## config.mk

```make
export PLATFORM = sky130hd
export DESIGN_NAME = sram_cycle_ctrl
export DESIGN_NICKNAME = d
export VERILOG_FILES = /design/src/rtl/sram_ctrl_pkg.sv /design/src/rtl/sram_ctrl_timer.sv /design/src/rtl/sram_ctrl_seq.sv /design/src/rtl/sram_ctrl_pins.sv /design/src/rtl/sram_cycle_ctrl.sv
export SDC_FILE = /design/constraint.sdc
export NUM_CORES = 1
export LEC_CHECK = 0
export BUFFER_PORTS_ARGS = -buffer_cell sky130_fd_sc_hd__buf_2
export CAP_MARGIN = 0
export CORE_ASPECT_RATIO = 0.8
export CORE_MARGIN = 2
export CORE_UTILIZATION = 47
export CTS_CLUSTER_SIZE = 24
export DETAILED_ROUTE_END_ITERATION = 8
export PLACE_DENSITY_LB_ADDON = 0.1
export SLEW_MARGIN = 20
export SYNTH_ARGS = -nofsm -noshare
export SYNTH_HDL_FRONTEND = slang
export SYNTH_HIERARCHICAL = 1
export SYNTH_SLANG_ARGS = --single-unit
```

## constraint.sdc

```tcl
create_clock -name clk_i -period 1.85 [get_ports clk_i]
set_input_delay 0.2775 -clock clk_i [delete_from_list [all_inputs] [get_ports clk_i]]
set_output_delay 0.2775 -clock clk_i [all_outputs]
set_load 0.02 [all_outputs]
```

## src/rtl/sram_ctrl_pkg.sv

```systemverilog
package sram_ctrl_pkg;

  typedef enum logic [2:0] {
    ST_IDLE, ST_RD, ST_WR, ST_HOLD, ST_RET, ST_REC
  } seq_state_e;

  // ns limit -> whole cycles, rounded up, at least one
  function automatic int cyc_ceil(input int lim_ns, input int per_ns);
    int c;
    c = (lim_ns + per_ns - 1) / per_ns;
    return (c < 1) ? 1 : c;
  endfunction

endpackage

```

## src/rtl/sram_ctrl_timer.sv

```systemverilog
module sram_ctrl_timer #(
  parameter int CNT_W = 2
) (
  input  logic             clk_i,
  input  logic             rst_ni,
  input  logic             load_i,
  input  logic [CNT_W-1:0] load_val_i,
  output logic [CNT_W-1:0] cnt_d_o,
  output logic             zero_o
);
  logic [CNT_W-1:0] cnt_q;

  always_comb begin
    if (load_i)              cnt_d_o = load_val_i;
    else if (cnt_q != '0)    cnt_d_o = cnt_q - CNT_W'(1);
    else                     cnt_d_o = '0;
  end

  always_ff @(posedge clk_i or negedge rst_ni) begin
    if (!rst_ni) cnt_q <= '0;
    else         cnt_q <= cnt_d_o;
  end

  assign zero_o = (cnt_q == '0);
endmodule

```

## src/rtl/sram_ctrl_seq.sv

```systemverilog
module sram_ctrl_seq
  import sram_ctrl_pkg::*;
#(
  parameter int CNT_W   = 2,
  parameter int RD_CYC  = 2,
  parameter int WP_CYC  = 2,
  parameter int REC_CYC = 2
) (
  input  logic             clk_i,
  input  logic             rst_ni,
  input  logic             req_i,
  input  logic             we_i,
  input  logic             ret_i,
  input  logic             zero_i,
  output seq_state_e       state_d_o,
  output logic             load_o,
  output logic [CNT_W-1:0] load_val_o,
  output logic             accept_o,
  output logic             capture_o,
  output logic             busy_o,
  output logic             done_o
);
  seq_state_e state_q;
  logic       done_d;

  always_comb begin
    state_d_o  = state_q;
    load_o     = 1'b0;
    load_val_o = '0;
    accept_o   = 1'b0;
    capture_o  = 1'b0;
    done_d     = 1'b0;
    unique case (state_q)
      ST_IDLE: begin
        if (ret_i) begin
          state_d_o = ST_RET;            // retention beats a same-edge request
        end else if (req_i) begin
          accept_o = 1'b1;
          load_o   = 1'b1;
          if (we_i) begin
            state_d_o  = ST_WR;
            load_val_o = CNT_W'(WP_CYC - 1);
          end else begin
            state_d_o  = ST_RD;
            load_val_o = CNT_W'(RD_CYC - 1);
          end
        end
      end
      ST_RD: if (zero_i) begin
        state_d_o = ST_IDLE;
        capture_o = 1'b1;
        done_d    = 1'b1;
      end
      ST_WR:   if (zero_i) state_d_o = ST_HOLD;
      ST_HOLD: begin
        state_d_o = ST_IDLE;
        done_d    = 1'b1;
      end
      ST_RET: if (!ret_i) begin
        state_d_o  = ST_REC;
        load_o     = 1'b1;
        load_val_o = CNT_W'(REC_CYC - 1);
      end
      ST_REC:  if (zero_i) state_d_o = ST_IDLE;
      default: state_d_o = ST_IDLE;
    endcase
  end

  always_ff @(posedge clk_i or negedge rst_ni) begin
    if (!rst_ni) begin
      state_q <= ST_IDLE;
      done_o  <= 1'b0;
    end else begin
      state_q <= state_d_o;
      done_o  <= done_d;
    end
  end

  assign busy_o = (state_q != ST_IDLE);
endmodule

```

## src/rtl/sram_ctrl_pins.sv

```systemverilog
module sram_ctrl_pins
  import sram_ctrl_pkg::*;
#(
  parameter int ADDR_W = 17,
  parameter int DATA_W = 8,
  parameter int CNT_W  = 2,
  parameter int DW_CYC = 1
) (
  input  logic              clk_i,
  input  logic              rst_ni,
  input  seq_state_e        state_d_i,
  input  logic [CNT_W-1:0]  cnt_d_i,
  input  logic              accept_i,
  input  logic              capture_i,
  input  logic [ADDR_W-1:0] addr_i,
  input  logic [DATA_W-1:0] wdata_i,
  input  logic [DATA_W-1:0] mem_dq_i,
  output logic [DATA_W-1:0] rdata_o,
  output logic [ADDR_W-1:0] mem_addr_o,
  output logic              mem_cs1_no,
  output logic              mem_cs2_o,
  output logic              mem_oe_no,
  output logic              mem_we_no,
  output logic [DATA_W-1:0] mem_dq_o,
  output logic              mem_dq_oe_o
);
  logic sel_d, drv_d;

  assign sel_d = (state_d_i == ST_RD) || (state_d_i == ST_WR) || (state_d_i == ST_HOLD);
  // drive only in the tail of the WE pulse and through the hold cycle
  assign drv_d = ((state_d_i == ST_WR) && (cnt_d_i < CNT_W'(DW_CYC))) ||
                 (state_d_i == ST_HOLD);

  always_ff @(posedge clk_i or negedge rst_ni) begin
    if (!rst_ni) begin
      mem_cs1_no  <= 1'b1;
      mem_cs2_o   <= 1'b0;
      mem_oe_no   <= 1'b1;
      mem_we_no   <= 1'b1;
      mem_dq_oe_o <= 1'b0;
      mem_addr_o  <= '0;
      mem_dq_o    <= '0;
      rdata_o     <= '0;
    end else begin
      mem_cs1_no  <= !sel_d;
      mem_cs2_o   <= sel_d;
      mem_oe_no   <= (state_d_i != ST_RD);
      mem_we_no   <= (state_d_i != ST_WR);
      mem_dq_oe_o <= drv_d;
      if (accept_i) begin
        mem_addr_o <= addr_i;
        mem_dq_o   <= wdata_i;
      end
      if (capture_i) rdata_o <= mem_dq_i;
    end
  end
endmodule

```

## src/rtl/sram_cycle_ctrl.sv

```systemverilog
module sram_cycle_ctrl
  import sram_ctrl_pkg::*;
#(
  parameter int ADDR_W        = 17,
  parameter int DATA_W        = 8,
  parameter int CLK_PERIOD_NS = 10,
  parameter int T_RC_NS       = 20,
  parameter int T_WP_NS       = 15,
  parameter int T_DW_NS       = 10
) (
  input  logic              clk_i,
  input  logic              rst_ni,
  input  logic              req_i,
  input  logic              we_i,
  input  logic [ADDR_W-1:0] addr_i,
  input  logic [DATA_W-1:0] wdata_i,
  input  logic              ret_i,
  output logic [DATA_W-1:0] rdata_o,
  output logic              busy_o,
  output logic              done_o,
  output logic [ADDR_W-1:0] mem_addr_o,
  output logic              mem_cs1_no,
  output logic              mem_cs2_o,
  output logic              mem_oe_no,
  output logic              mem_we_no,
  output logic [DATA_W-1:0] mem_dq_o,
  output logic              mem_dq_oe_o,
  input  logic [DATA_W-1:0] mem_dq_i
);
  localparam int RD_CYC  = cyc_ceil(T_RC_NS, CLK_PERIOD_NS);
  localparam int WP_CYC  = cyc_ceil(T_WP_NS, CLK_PERIOD_NS);
  localparam int DW_RAW  = cyc_ceil(T_DW_NS, CLK_PERIOD_NS);
  localparam int DW_CYC  = (DW_RAW > WP_CYC) ? WP_CYC : DW_RAW;
  localparam int REC_CYC = RD_CYC;
  localparam int MAX_CYC = (RD_CYC > WP_CYC) ? RD_CYC : WP_CYC;
  localparam int CNT_W   = $clog2(MAX_CYC) + 1;

  seq_state_e       state_d;
  logic             load, accept, capture, zero;
  logic [CNT_W-1:0] load_val, cnt_d;

  sram_ctrl_timer #(.CNT_W(CNT_W)) u_timer (
    .clk_i, .rst_ni,
    .load_i(load), .load_val_i(load_val),
    .cnt_d_o(cnt_d), .zero_o(zero)
  );

  sram_ctrl_seq #(
    .CNT_W(CNT_W), .RD_CYC(RD_CYC), .WP_CYC(WP_CYC), .REC_CYC(REC_CYC)
  ) u_seq (
    .clk_i, .rst_ni, .req_i, .we_i, .ret_i,
    .zero_i(zero), .state_d_o(state_d),
    .load_o(load), .load_val_o(load_val),
    .accept_o(accept), .capture_o(capture),
    .busy_o, .done_o
  );

  sram_ctrl_pins #(
    .ADDR_W(ADDR_W), .DATA_W(DATA_W), .CNT_W(CNT_W), .DW_CYC(DW_CYC)
  ) u_pins (
    .clk_i, .rst_ni,
    .state_d_i(state_d), .cnt_d_i(cnt_d),
    .accept_i(accept), .capture_i(capture),
    .addr_i, .wdata_i, .mem_dq_i, .rdata_o,
    .mem_addr_o, .mem_cs1_no, .mem_cs2_o, .mem_oe_no, .mem_we_no,
    .mem_dq_o, .mem_dq_oe_o
  );
endmodule

```

# ---- After elaboration in Yosys (flattened, before gate mapping)
# Cells that the tools add are included.
# W data, S select, Z words.
dict set report op_classes {
  n_addsub 1
  n_reduce_logical 10
  order_cmp 1
  muxes 21
  n_eq_ne 10
}
# cell count
set ops {}
lappend ops {{$mux W3} 5}
lappend ops {{$eq A3 B2 Y1 const B} 4}
lappend ops {{$pmux W3 S4} 1}
lappend ops {{$mux W1} 8}
lappend ops {{$mux W2} 4}
lappend ops {{$eq A3 B1 Y1 const B} 2}
lappend ops {{$eq A3 B3 Y1 const B} 2}
lappend ops {{$pmux W1 S2} 2}
lappend ops {{$pmux W2 S2} 1}
lappend ops {{$logic_not A3 Y1} 1}
lappend ops {{$logic_or A1 B1 Y1} 3}
lappend ops {{$ne A3 B1 Y1 const B} 1}
lappend ops {{$ne A3 B2 Y1 const B} 1}
lappend ops {{$reduce_bool A3 Y1} 1}
lappend ops {{$logic_not A2 Y1} 1}
lappend ops {{$lt A2 B1 Y1 const B} 1}
lappend ops {{$reduce_bool A2 Y1} 1}
lappend ops {{$reduce_or A2 Y1} 1}
lappend ops {{$sub A2 B1 Y2 const B} 1}
lappend ops {{$logic_and A1 B1 Y1} 1}
lappend ops {{$logic_not A1 Y1} 1}
dict set report totals {
  output_inout_bits 40
  regBits 44
}

# ---- Logic depth before layout (Yosys ltp)
dict set report logic_depth {
  ltp_word 8
  mapped_depth 7
  depth_no_buf 6
}

# ---- Modules after synthesis
# Netlist, hierarchy kept.
# mod area_each_um2 instances cells_per_inst seq_area_each_um2
set by_module_without_submodules {}
lappend by_module_without_submodules {sram_ctrl_pins 1503.9 1 83 954.7}
lappend by_module_without_submodules {sram_ctrl_seq 245.2 1 26 100.1}
lappend by_module_without_submodules {sram_ctrl_timer 85.1 1 9 50.0}

# ---- Least setup slack after synthesis
# Ideal clock, no wire load.
dict set report synth_timing {
  path_kind {register to register}
  startpoint {register u_seq.state_q[0]}
  endpoint {register u_pins.mem_dq_oe_o}
  synth_period_minus_slack_ns 1.695
  setup_ns 0.120
  arrival_ns 1.575
  stages_incl_launch_ff 7
  slack_ns 0.155
  cell_sequence {dfrtp_1 -> nor4_1 -> buf_4 -> nand2_1 -> o21ai_2 -> o21bai_1 -> and3b_1}
}
dict set report synth_between {
  elab_chain_cells 6
  word_cells_on_any_way 20
  cone_classes {1 x order compare; 6 x eq/ne; 9 x mux; 4 x reduce/logical}
}
# item line_no
set synth_rtl {}
lappend synth_rtl {{start: declaration} sram_ctrl_seq.sv:23} ;# seq_state_e state_q;
lappend synth_rtl {{start signal: assignment} sram_ctrl_seq.sv:74} ;# state_q <= state_d_o;
lappend synth_rtl {{$eq A3 B3 Y1 / $logic_not A3 Y1 (equally long branches)} sram_ctrl_seq.sv:33} ;# unique case (state_q)
lappend synth_rtl {{$pmux W1 S2 *} sram_ctrl_seq.sv:33}
lappend synth_rtl {{net load} sram_cycle_ctrl.sv:39} ;# logic load, accept, capture, zero;
lappend synth_rtl {{$mux W2 *} sram_ctrl_timer.sv:14} ;# if (load_i) cnt_d_o = load_val_i;
lappend synth_rtl {{net cnt_d[0]} sram_cycle_ctrl.sv:40} ;# logic [CNT_W-1:0] load_val, cnt_d;
lappend synth_rtl {{$lt A2 B1 Y1 *} sram_ctrl_pins.sv:31} ;# assign drv_d = ((state_d_i == ST_WR) && (cnt_d_i < CNT_W'(DW_CYC))) ||
lappend synth_rtl {{$logic_and A1 B1 Y1 *} sram_ctrl_pins.sv:31}
lappend synth_rtl {{$logic_or A1 B1 Y1 *} sram_ctrl_pins.sv:31}
lappend synth_rtl {{net u_pins.drv_d} sram_ctrl_pins.sv:27} ;# logic sel_d, drv_d;
lappend synth_rtl {{end signal: assignment} sram_ctrl_pins.sv:49} ;# mem_dq_oe_o <= drv_d;
lappend synth_rtl {{end: declaration} sram_ctrl_pins.sv:25} ;# output logic mem_dq_oe_o
# Mark *: on every way through the listed nets, which the timed path passes. The rest lies on a longest branch.
# A chain may end at the register's enable or synchronous reset.

# ---- Worst setup path after layout
dict set report layout_timing {
  startpoint {register u_seq.state_q[1]}
  endpoint {register u_pins.mem_addr_o[5]}
}
dict set report layout_between {
  elab_chain_cells 2
}
# item line_no
set layout_rtl {}
lappend layout_rtl {{$logic_not A3 Y1} sram_ctrl_seq.sv:33}
lappend layout_rtl {{$mux W1} sram_ctrl_seq.sv:33}
lappend layout_rtl {{net accept} sram_cycle_ctrl.sv:39}
lappend layout_rtl {{end signal: assignment} sram_ctrl_pins.sv:51} ;# mem_addr_o <= addr_i;
lappend layout_rtl {{end: declaration} sram_ctrl_pins.sv:19} ;# output logic [ADDR_W-1:0] mem_addr_o,
# The timed path passes the listed nets, and every way through them passes these cells.

==> impl_metrics.yaml <==
status:
  outcome: "complete, no violations"
logic_synthesis:
  ys.warnings.count: 6
  ys_types: 30
  yosysTopAreaCell: "dfrtp_1"
  synth_top_family_by_area: "multiplexers"
  synthSimpleGateAreaFrac_pct: 8.117
  syn-num-nets: 156
  yosys-top-cells-area: "dfrtp_1 (56%), mux2_4 (16%), mux2_2 (8.0%), dfstp_2 (4.3%), buf_12 (2.2%)"
  seq_area_frac_synth_pct: 60.23
  ys_seq_elements: 44
  synthMuxAreaShare_pct: 24.35
  synthesis.area_um2: 1834
  syn-mean-instance-area_um2: 15.54
  synth-compound-area-share_pct: 3.001
  synth_fa_ha_area_share_pct: 0
  synth_top_area_share_pct: 55.93
  syn_inst: 118
  synth_xor_area_share_pct: 0
setup_path:
  crit_path_cell_trace: "or3_4, nor2_4, buf_12, mux2_2"
  slowest_delay_ns: 0.45
  endpoint_kind: "register"
  slowest_stage: "dfrtp_1"
  critPathMaxFanout: 25
  reg2regPathDepth: 4
  r2r_start: "u_seq/state_q[1]"
  critPathKind: "register to register"
  cp.arrival_ns: 1.85
  critPathRequiredTime_ns: 2.02
  ff2ff_setup_slack_ns: 0.18
  reg2reg_to: "u_pins/mem_addr_o[5]"
  cp-start-kind: "register"
global_routing:
  grt_use_total_pct: 16.09
  grt_pass1_wl_um: 5313
  grt_pass1_vias: 1200
  grt_max_degree: 45
  antenna_found_initial: 0
  grt_overflow: 0
final_layout:
  area_growth_pct: 28.65
  fin_cells: 256
  drive_above_1_share_pct: 65.67
  finish.instance_area_um2: 2360
  mostFrequentLayoutCells: "buf_2 (77), dfrtp_1 (41), mux2_4 (20)"
  layout.nets: 238
  final_common_cell: "buf_2"
  diodes: 0
placement:
  gp_congestion: 0.6979
  place_area_um2: 2267
  placedCellCount: 248
  port-buffer-count: 77
  dpl.hpwl_um: 2366
sta:
  setup_tns_ns: 0
  drv_slew: 0
  fmax_mhz: 598.3
  tightestPinTransition_ns: 0.5262
  fin_crit_sh_pct: 90.35
  slew_headroom_pct: 64.92
  hold_viol: 0
  rsz0062_at_grt: "no"
  skew_ns: 0.001847
  min_period_ns: 1.671
  setup_viol: 0
detailed_routing:
  ant_nets: 0
  post_drt_wl_per_cell_um: 12.68
  dr.pass1.iters: 3
  routed_wl_um: 3245
  vias: 1180
  drc: 0
  drt-initial-drc-count: 42
  via_per_inst: 4.609
floorplanning:
  std_cell_rows: 20
  core_area_um2: 3779
  design.die.area_um2: 4421
  initial_core_util_pct: 48.54
  die_y_um: 59.88
  die_x_um: 73.85
  ios: 78
power_and_ir_drop:
  p_int_mw: 2.627
  p_leak_nw: 1.185
  p_per_area_nw_per_um2: 1768
  swShare_pct: 37.05
  p_total_mw: 4.172
  power_frac_comb_pct: 46.6
  switching_power_mw: 1.546
  ir_worst_vdd_mv: 0.9649
  power_frac_seq_pct: 39.3
  p_clk_share_pct: 14.1
clock_network:
  ctsHoldBuffers: 0
  clock-sinks: 44
  clkTransAtPathRegs_ns: 0.07
  post_cts_buffers: 0
  post_cts_resize_count: 0
  clockRootBuffer: "clkbuf_8"
  clkLatencyLatePin_ns: 0.28
  h-tree-depth: 2
  clock_path_buffers: 2
  cts-buffers-inserted: 5
  cts_tree: "done"
worst_hold_path:
  hold_path_class: "input pin to async pin"
flow_run:
  cap_viol_max_count: 0
state kept, by name (all words and copies together), names as in the netlist:
name,cells
u_pins/mem_cs1_no,1
u_timer/cnt_q,2
u_pins/mem_dq_o,8
u_pins/mem_we_no,1
u_seq/done_o,1
u_seq/state_q,3
u_pins/mem_cs2_o,1
u_pins/rdata_o,8
u_pins/mem_oe_no,1
u_pins/mem_addr_o,17
u_pins/mem_dq_oe_o,1
metrics by stage:
stage          hold WS, ns  worst slack [ns]  util (%)
6_report           0.04236            0.1786     62.45
5_1_grt            0.08983            0.1142     62.45
3_5_place_dp        0.3809            0.1868     60.00
2_1_floorplan     -0.01809            0.1548         -
3_3_place_gp        0.3747            0.2360     60.00
4_1_cts            0.06010            0.1764     62.45
per-layer routing:
metal,wire (um),up-vias,GRT usage [%]
met1,1439,559,20.09
met4,36,0,6.494
li1,-,570,-
met5,0,-,0
met3,265,4,5.734
met2,1504,47,25.64
how the worst max path moves through the flow:
stage / slack, ns / start / end / cells after the start
after floorplan: 0.15 / u_seq/state_q[0] / u_pins/mem_dq_oe_o / 6
after global placement: 0.24 / u_seq/state_q[1] / u_pins/mem_addr_o[6] / 4
after detailed placement: 0.19 / u_seq/state_q[1] / u_pins/mem_addr_o[5] / 4
after CTS: 0.18 / u_seq/state_q[1] / u_pins/mem_addr_o[5] / 4
after global routing: 0.11 / u_seq/state_q[1] / u_pins/mem_addr_o[6] / 4
final: 0.18 / u_seq/state_q[1] / u_pins/mem_addr_o[5] / 4
power by group through the flow:
stage          clock, mW  sequential (mW)  combinational [mW]
3_5_place_dp           0             1.66                1.96
4_1_cts            0.621             1.65                1.97
6_report           0.589             1.64                1.94
5_1_grt            0.664             1.71                2.10
2_1_floorplan          0             2.17               0.825
3_3_place_gp           0             1.64                1.92
Yosys cell counts, drive strengths merged:
library cell	count
nand2b	2
a31oi	1
o21ai	2
nor2	7
or3	1
a21oi	2
nand3b	1
or2	1
nand2	4
nor3b	1
mux2	33
a211o	1
conb	1
dfrtp	41
or3b	2
and4bb	1
or2b	1
and3b	1
nor3	2
o21bai	2
nor4	1
dfstp	3
inv	1
buf	6
area by class of cell:
type                            instances  area, um2
Clock buffer                            6      82.58
Clock inverter                          2      10.01
Fill cell                             313       1419
Inverter                                1      3.754
Multi-Input combinational cell         67      661.9
Sequential cell                        44       1105
Tap cell                               55      68.82
Timing Repair Buffer                   81      427.9
critical path, delay by kind of cell, from the launching register on:
family	cells	cell delay, ns
buffers and inverters	1	0.21
DFF	1	0.45
and+or+nand+nor	2	0.53
muxes	1	0.36
cell families after synthesis:
family	Yosys count
flip-flops	44
multiplexers	33
AND/OR/NAND/NOR	25
AO/OA/AOI/OAI	8
buffers and inverters	7
other	1
(Power assumes the default switching activity.)
